### src/rtl/dvfs_pkg.sv
package dvfs_pkg;
  typedef struct packed {
    logic loadEntry;   // write one table row this cycle
    logic evalSample;  // evaluate counts and update confidence this cycle
  } ctrlStrobe_t;
endpackage

### src/rtl/dvfs_ctrl.sv
module dvfs_ctrl
  import dvfs_pkg::*;
(
  input  logic        sampleValid,
  input  logic        tblWrEn,
  output ctrlStrobe_t strobes
);
  always_comb begin
    strobes.loadEntry  = tblWrEn;
    strobes.evalSample = sampleValid;
  end
endmodule

### src/rtl/dvfs_lookup.sv
module dvfs_lookup
  import dvfs_pkg::*;
#(
  parameter int NUM_CORES = 4,
  parameter int CNT_W     = 14,
  parameter int LVL_W     = 2,
  parameter int ENTRIES   = 4,
  localparam int IDX_W    = $clog2(ENTRIES)
) (
  input  logic                       clk,
  input  logic                       rstN,
  input  ctrlStrobe_t                strobes,
  input  logic [IDX_W-1:0]           tblWrIdx,
  input  logic [CNT_W-1:0]           tblWrBound,
  input  logic [LVL_W-1:0]           tblWrLevel,
  input  logic [NUM_CORES*CNT_W-1:0] critCounts,
  input  logic [NUM_CORES*LVL_W-1:0] curLevels,
  input  logic [CNT_W-1:0]           threshold,
  output logic [NUM_CORES-1:0]       sugValid,
  output logic [NUM_CORES*LVL_W-1:0] sugLevels
);
  logic [CNT_W-1:0] boundMem [ENTRIES];
  logic [LVL_W-1:0] levelMem [ENTRIES];

  always_ff @(posedge clk) begin
    if (!rstN) begin
      for (int e = 0; e < ENTRIES; e++) begin
        boundMem[e] <= '0;
        levelMem[e] <= '0;
      end
    end else if (strobes.loadEntry) begin
      boundMem[tblWrIdx] <= tblWrBound;
      levelMem[tblWrIdx] <= tblWrLevel;
    end
  end

  for (genvar c = 0; c < NUM_CORES; c++) begin : gCore
    logic [CNT_W-1:0] cnt;
    logic [LVL_W-1:0] cur;
    logic             hit;
    logic [LVL_W-1:0] hitLevel;

    assign cnt = critCounts[c*CNT_W +: CNT_W];
    assign cur = curLevels[c*LVL_W +: LVL_W];

    always_comb begin
      hit      = 1'b0;
      hitLevel = '0;
      // scan from the top so the lowest matching index wins
      for (int e = ENTRIES - 1; e >= 0; e--) begin
        if (boundMem[e] >= cnt) begin
          hit      = 1'b1;
          hitLevel = levelMem[e];
        end
      end
    end

    assign sugValid[c] = (cnt > threshold) && (cur == '0) && hit && (hitLevel != cur);
    assign sugLevels[c*LVL_W +: LVL_W] = hitLevel;
  end
endmodule

### src/rtl/dvfs_conf.sv
module dvfs_conf
  import dvfs_pkg::*;
#(
  parameter int NUM_CORES = 4,
  parameter int LVL_W     = 2,
  parameter int CONF_W    = 2,
  localparam int NUM_LVLS = 2 ** LVL_W,
  localparam int CONF_TOP = (2 ** CONF_W) - 1
) (
  input  logic                       clk,
  input  logic                       rstN,
  input  ctrlStrobe_t                strobes,
  input  logic [NUM_CORES-1:0]       sugValid,
  input  logic [NUM_CORES*LVL_W-1:0] sugLevels,
  output logic [NUM_CORES-1:0]       cmdValid,
  output logic [NUM_CORES*LVL_W-1:0] cmdLevels
);
  for (genvar c = 0; c < NUM_CORES; c++) begin : gCore
    logic [CONF_W-1:0] conf [NUM_LVLS];
    logic [LVL_W-1:0]  sugLvl;
    logic              promote;

    assign sugLvl  = sugLevels[c*LVL_W +: LVL_W];
    assign promote = sugValid[c] && (conf[sugLvl] == CONF_W'(CONF_TOP - 1));

    always_ff @(posedge clk) begin
      if (!rstN) begin
        for (int l = 0; l < NUM_LVLS; l++) conf[l] <= '0;
        cmdValid[c]                 <= 1'b0;
        cmdLevels[c*LVL_W +: LVL_W] <= '0;
      end else begin
        cmdValid[c] <= 1'b0;
        if (strobes.evalSample) begin
          if (promote) begin
            cmdValid[c]                 <= 1'b1;
            cmdLevels[c*LVL_W +: LVL_W] <= sugLvl;
            for (int l = 0; l < NUM_LVLS; l++) conf[l] <= '0;
          end else begin
            for (int l = 0; l < NUM_LVLS; l++) begin
              if (sugValid[c] && (LVL_W'(l) == sugLvl)) conf[l] <= conf[l] + 1'b1;
              else if (conf[l] != '0)                   conf[l] <= conf[l] - 1'b1;
            end
          end
        end
      end
    end

    AST_CMD_AFTER_SAMPLE: assert property (@(posedge clk) disable iff (!rstN)
      cmdValid[c] |-> $past(strobes.evalSample));
    AST_CMD_NOT_NOMINAL: assert property (@(posedge clk) disable iff (!rstN)
      cmdValid[c] |-> (cmdLevels[c*LVL_W +: LVL_W] != '0));
    AST_NO_BACK_TO_BACK: assert property (@(posedge clk) disable iff (!rstN)
      cmdValid[c] |=> !cmdValid[c]);
  end
endmodule

### src/rtl/dvfs_suggest_top.sv
module dvfs_suggest_top
  import dvfs_pkg::*;
#(
  parameter int NUM_CORES = 4,
  parameter int CNT_W     = 14,
  parameter int LVL_W     = 2,
  parameter int ENTRIES   = 4,
  parameter int CONF_W    = 2,
  localparam int IDX_W    = $clog2(ENTRIES)
) (
  input  logic                       clk,
  input  logic                       rstN,
  input  logic                       sampleValid,
  input  logic [NUM_CORES*CNT_W-1:0] critCounts,
  input  logic [NUM_CORES*LVL_W-1:0] curLevels,
  input  logic [CNT_W-1:0]           threshold,
  input  logic                       tblWrEn,
  input  logic [IDX_W-1:0]           tblWrIdx,
  input  logic [CNT_W-1:0]           tblWrBound,
  input  logic [LVL_W-1:0]           tblWrLevel,
  output logic [NUM_CORES-1:0]       cmdValid,
  output logic [NUM_CORES*LVL_W-1:0] cmdLevels
);
  ctrlStrobe_t                strobes;
  logic [NUM_CORES-1:0]       sugValid;
  logic [NUM_CORES*LVL_W-1:0] sugLevels;

  dvfs_ctrl uCtrl (
    .sampleValid (sampleValid),
    .tblWrEn     (tblWrEn),
    .strobes     (strobes)
  );

  dvfs_lookup #(
    .NUM_CORES (NUM_CORES),
    .CNT_W     (CNT_W),
    .LVL_W     (LVL_W),
    .ENTRIES   (ENTRIES)
  ) uLookup (
    .clk        (clk),
    .rstN       (rstN),
    .strobes    (strobes),
    .tblWrIdx   (tblWrIdx),
    .tblWrBound (tblWrBound),
    .tblWrLevel (tblWrLevel),
    .critCounts (critCounts),
    .curLevels  (curLevels),
    .threshold  (threshold),
    .sugValid   (sugValid),
    .sugLevels  (sugLevels)
  );

  dvfs_conf #(
    .NUM_CORES (NUM_CORES),
    .LVL_W     (LVL_W),
    .CONF_W    (CONF_W)
  ) uConf (
    .clk       (clk),
    .rstN      (rstN),
    .strobes   (strobes),
    .sugValid  (sugValid),
    .sugLevels (sugLevels),
    .cmdValid  (cmdValid),
    .cmdLevels (cmdLevels)
  );

  for (genvar c = 0; c < NUM_CORES; c++) begin : gChk
    AST_GATE_THRESHOLD: assert property (@(posedge clk) disable iff (!rstN)
      cmdValid[c] |-> $past(critCounts[c*CNT_W +: CNT_W] > threshold));
    AST_GATE_NOMINAL: assert property (@(posedge clk) disable iff (!rstN)
      cmdValid[c] |-> $past(curLevels[c*LVL_W +: LVL_W] == '0));
  end
endmodule

### config.mk
export PLATFORM = sky130hd
export DESIGN_NAME = dvfs_suggest_top
export DESIGN_NICKNAME = d
export VERILOG_FILES = /design/src/rtl/dvfs_pkg.sv /design/src/rtl/dvfs_ctrl.sv /design/src/rtl/dvfs_lookup.sv /design/src/rtl/dvfs_conf.sv /design/src/rtl/dvfs_suggest_top.sv
export SDC_FILE = /design/constraint.sdc
export NUM_CORES = 1
export LEC_CHECK = 0
export BUFFER_PORTS_ARGS = -buffer_cell sky130_fd_sc_hd__clkbuf_2
export CAP_MARGIN = 10
export CORE_ASPECT_RATIO = 1.2
export CORE_MARGIN = 2
export CORE_UTILIZATION = 45
export CTS_CLUSTER_DIAMETER = 40
export DETAILED_ROUTE_END_ITERATION = 8
export PLACE_DENSITY = 0.66
export SLEW_MARGIN = 10
export SYNTH_ARGS = -nofsm -noshare
export SYNTH_HDL_FRONTEND = slang
export SYNTH_SLANG_ARGS = --single-unit
### constraint.sdc
create_clock -name clk -period 3.68 [get_ports clk]
set_input_delay 0.184 -clock clk [delete_from_list [all_inputs] [get_ports clk]]
set_output_delay 0.184 -clock clk [all_outputs]
set_load 0.01 [all_outputs]
---- After elaboration in Yosys (flattened, before gate mapping) ----
Memories as Yosys holds them, arrays and structs flattened.
Index checks and enable logic that the tools add are counted.
word-level totals
  bits in registers ....................... 12
  memory bits (writable) .................. 96
  input bits .............................. 100
  output and inout bits ................... 12
  word-level logic and storage cells ...... 478
  memories ................................ 6
operators by class
  add/subtract/negate cells ............... 32
  $lt $le $gt $ge ......................... 20
  equal/unequal tests ..................... 20
  multiplexer cells ....................... 282
  bitwise logic cells ..................... 48
  reduce and logical (&&, ||, !) cells .... 62
memories
  memory               depth  width  rd ports  clocked after Yosys merged registers in  write ports  RTL line           source
  uLookup.boundMem     4      14     4         0                                        4            dvfs_lookup.sv:22  logic [CNT_W-1:0] boundMem [ENTRIES];
  uConf.gCore[0].conf  4      2      5         0                                        4            dvfs_conf.sv:19    logic [CONF_W-1:0] conf [NUM_LVLS];
  uConf.gCore[1].conf  4      2      5         0                                        4            dvfs_conf.sv:19
  uConf.gCore[2].conf  4      2      5         0                                        4            dvfs_conf.sv:19
  uConf.gCore[3].conf  4      2      5         0                                        4            dvfs_conf.sv:19
  uLookup.levelMem     4      2      4         0                                        4            dvfs_lookup.sv:23  logic [LVL_W-1:0] levelMem [ENTRIES];
operators with widths
  cell                                                 count
  >= comparator 14 bit                                 16
  2-to-1 mux 1 bit                                     214
  2-to-1 mux 2 bit                                     67
  greater-than comparator 14 bit                       4
  bitwise OR 1 bit                                     48
  adder 2 x 1 -> 2 bit (second input constant)         16
  logical AND 1 bit                                    32
  nonzero test 2 bit                                   16
  subtractor 2 x 1 -> 2 bit (second input constant)    16
  equality test 2 bit (first input constant)           8
  zero test 2 bit                                      8
  2-to-1 mux 14 bit                                    1
  OR reduction 14 bit                                  1
  equality test 1 x 2 -> 1 bit (first input constant)  4
  equality test 2 bit (second input constant)          4
  != test 2 bit                                        4
  AND reduction 2 bit                                  4
  OR reduction 2 bit                                   1

---- Longest topological paths before layout ----
  depth in word-level cells ............... 15
  mapped depth ............................ 14
  depth with buffers taken out ............ 13

---- By module ----
Synthesis repeated with hierarchy kept, for this count alone.
unflattened totals
  cells, all modules ...................... 1,252
  area total of the unflattened synthesis .. 11,990.2 um2
by module, submodules not included
  module       times used  cells each  area each (um2)  seq. area each (um2)
  dvfs_lookup  1           949         8,998.6          1,921.8
  dvfs_conf    1           301         2,976.6          1,201.2
  dvfs_ctrl    1           2           15.0             0.0

---- Worst setup path before layout ----
Ideal clock, no wire load.
  kind .................................... register to register
  start point ............................. memory uLookup.boundMem[1][5]
  end point ............................... memory uConf.gCore[0].conf[1][0], enable pin
  library setup time ...................... 0.320 ns
  arrival time ............................ 3.351 ns
  required time ........................... 3.360 ns
  setup slack ............................. 0.009 ns
  cell stages (with the launch flop) ...... 13
  buffers on the path ..................... 1
  clock period less this slack ............ 3.671 ns
  path through ............................ edfxtp_1 > ha_1 > or4_1 > a21oi_1 > o21ai_1 > a221oi_4 > nand2b_4 > o221a_1 > a2111o_1 > o221a_4 > or3b_4 > buf_6 > a31oi_1
RTL lines
  what         RTL line
  from (decl)  dvfs_lookup.sv:22
  to (decl)    dvfs_conf.sv:19

==> run metrics <==
Unique masters post-synth=70; Max Clock Skew=0.0120 ns; Pre-antenna DRT Iters=5; die area=28000 µm²; Layout Cells excl Fill=1916; #FFs+latches synth=108; pre-CTS WS=-0.262 ns; placed cells=1884; r2r worst-path depth=12; Detail Placement HPWL=32.6 mm; IO Count=112; Arr. time, crit path=3.79 ns; cell depth of the worst hold path=2; most common cell after layout, fill and taps aside=ha_1; Primary FF master, synth=edfxtp_1; Clock Path Buffers=2; Clk Latency, worst-skew pair=0.36 ns; final hold violation count=0; Core Box Area=26300 µm²; Tcrit/Tclk final=102%; via count=11300; first-pass GRT wire length=60.5 mm; Synth Net Count=1691; CTS tree=done; Max Clock Freq=0.268 GHz; Required @ worst endpoint=3.73 ns; Crit. End Element=flip-flop; sequential fraction of the synthesis area=26.1%; Peak supply drop=0.000258 V; Tot Pwr=4.52 mW; Syn Std Cell Area=12000 µm²; Power Dens Cells=302 nW/µm²; htree depth=3; Period minus WS final=3.74 ns; worst setup margin=-0.0580 ns; num rows=65; Worst-Margin Slew=0.962 ns; Starting Density=45.6%; Setup crit start kind=flip-flop; most frequent cells in the layout=ha_1 (286), buf_4 (167), inv_1 (117); Remaining DRCs=0; Final Core Density=56.9%; critical path class=reg -> reg; cell area after layout=14900 µm²; clk sinks=108; Nets=1967; CTS Buf Count=9; Max-Cap Viols=0; Via density=5.88; failing checks=negative setup slack; Root Driver=clkbuf_16; HP Class=in -> reg; setup_tns=-0.309 ns; antenna violation net count after detailed routing=0; hold slack=0.145 ns; PortBufs=111; final setup fails=14; Slew Limit Fails=0; relative slew slack=35.9%; Post-CTS Hold Fix Bufs=0; routed length per instance=20.5 µm; yosys warns=0; status=finished with violations; dpl cell area=14100 µm²; RSZ-0062 raised after global routing=true; pin count of the biggest net entering global routing=46; Leak=7.30 nW; Die Span Y=183 µm; die width=153 µm; number of synthesized flops with an enable pin=96; vias in the first global route=11300; syn_area_per_cell=9.23 µm²; GRT Util Overall=27.6%; CP max FO=6; gr ovfl total=0; Post-synth ARST share=0%; initial antenna violation count=2; Clock Pin Slew Worst Setup and Hold Paths=0.08 ns; DRT Wirelength=39.2 mm; Post-Syn Instances=1299; share of cells above drive strength 1=24.6%; Area Growth Syn to Fin=24.6%; DRT iter0 DRCs=698; gpl congestion=0.978
==> synth_stat cells, types with 5 or more instances <==
library cell    n  area [µm²]
a211o_1        14         123
a211oi_1       19         143
a21o_1         59         443
a21oi_1       102         510
a221oi_1        9        78.8
a311oi_1        5        43.8
a31oi_1        21         131
and2_1         59         369
and3_1         23         144
clkbuf_1       17        63.8
dfxtp_1        12         240
edfxtp_1       96        2880
ha_1          292        3650
inv_1         119         447
mux2i_1        18         180
nand2_1        70         263
nand2b_1       23         144
nand3_1        18        90.1
nand4_1        32         200
nor2_1         69         259
nor2b_1        16         100
nor3_1         25         125
nor3b_1         8        60.1
nor4_1          5        31.3
o211ai_1        7        52.6
o21a_1         15         113
o21ai_0        52         260
o22ai_1         9        56.3
or2_2           5        31.3
==> critical path, stage by stage, from the launching register on <==
cell      delay (ns)
edfxtp_1        0.43
ha_2            0.22
or4_4           0.53
a21oi_4         0.15
o21ai_4         0.10
a221oi_4        0.29
buf_6           0.17
nand2b_4        0.06
o221a_1         0.24
a2111o_1        0.36
o221a_4         0.14
or3b_4          0.49
a41oi_2         0.25
==> area by class of cell <==
type	count	area [µm²]
Inverter	119	447
Antenna cell	1	2.50
Multi-Input combinational cell	1054	8800
Clock inverter	7	50.0
Tap cell	335	419
Sequential cell	108	3120
Clock buffer	9	225
Fill cell	2372	11300
Timing Repair Buffer	283	1870
==> kinds of logic (layout without fill, tap and decap cells) <==
family	count (synthesis)	in the layout	synth area share (%)
simple gates	373	374	16.6
compound gates	364	364	20.5
fa+ha+maj	292	292	30.5
buf+inv	138	418	4.39
flops	108	108	26.1
mux	21	21	1.78
xor+xnor	3	3	0.219
other cells	0	1	0
==> per-layer routing <==
layer | track usage (%) | vias to the layer above | routed length [µm]
met2 | 50.1 | 355 | 19400
met3 | 1.87 | 86 | 1480
li1 | - | 5486 | -
met4 | 11.8 | 0 | 1680
met5 | 0 | - | 0
met1 | 33.8 | 5338 | 16700
==> what timing repair did <==
item                       4_1_cts  5_1_grt
gates resized for setup         37       64
setup endpoints to repair       58       71
pin swaps                        8       31
setup buffers                    3       11
hold endpoints to repair         0        0
gates cloned                     1        0
==> where the power goes <==
group          switching, mW  total (mW)  leakage, nW  internal (mW)
logic                   1.09        2.01         6.12          0.919
clock network          0.469       0.931        0.130          0.462
registers              0.121        1.58         1.06           1.46
==> registers in the layout, indices dropped and copies added, names as in the netlist <==
signal / count
uLookup.boundMem: 56
uConf.cmdValid: 4
uConf.gCore.conf: 32
uLookup.levelMem: 8
uConf.cmdLevels: 8
==> worst paths after layout <==
path | startpoint | to | slack [ns]
worst max register to register | uLookup.boundMem[1][5]$_SDFFCE_PN0P_ | uConf.gCore[0].conf[3][1]$_SDFFCE_PN0P_ | -0.06
worst min-delay path | tblWrBound[7] | uLookup.boundMem[1][7]$_SDFFCE_PN0P_ | 0.15
worst max-delay path | uLookup.boundMem[1][5]$_SDFFCE_PN0P_ | uConf.gCore[0].conf[3][1]$_SDFFCE_PN0P_ | -0.06
worst min register to register | uConf.cmdLevels[2]$_SDFFE_PN0N_ | uConf.cmdLevels[2]$_SDFFE_PN0N_ | 0.46
Power figures use the tool's default switching activity.
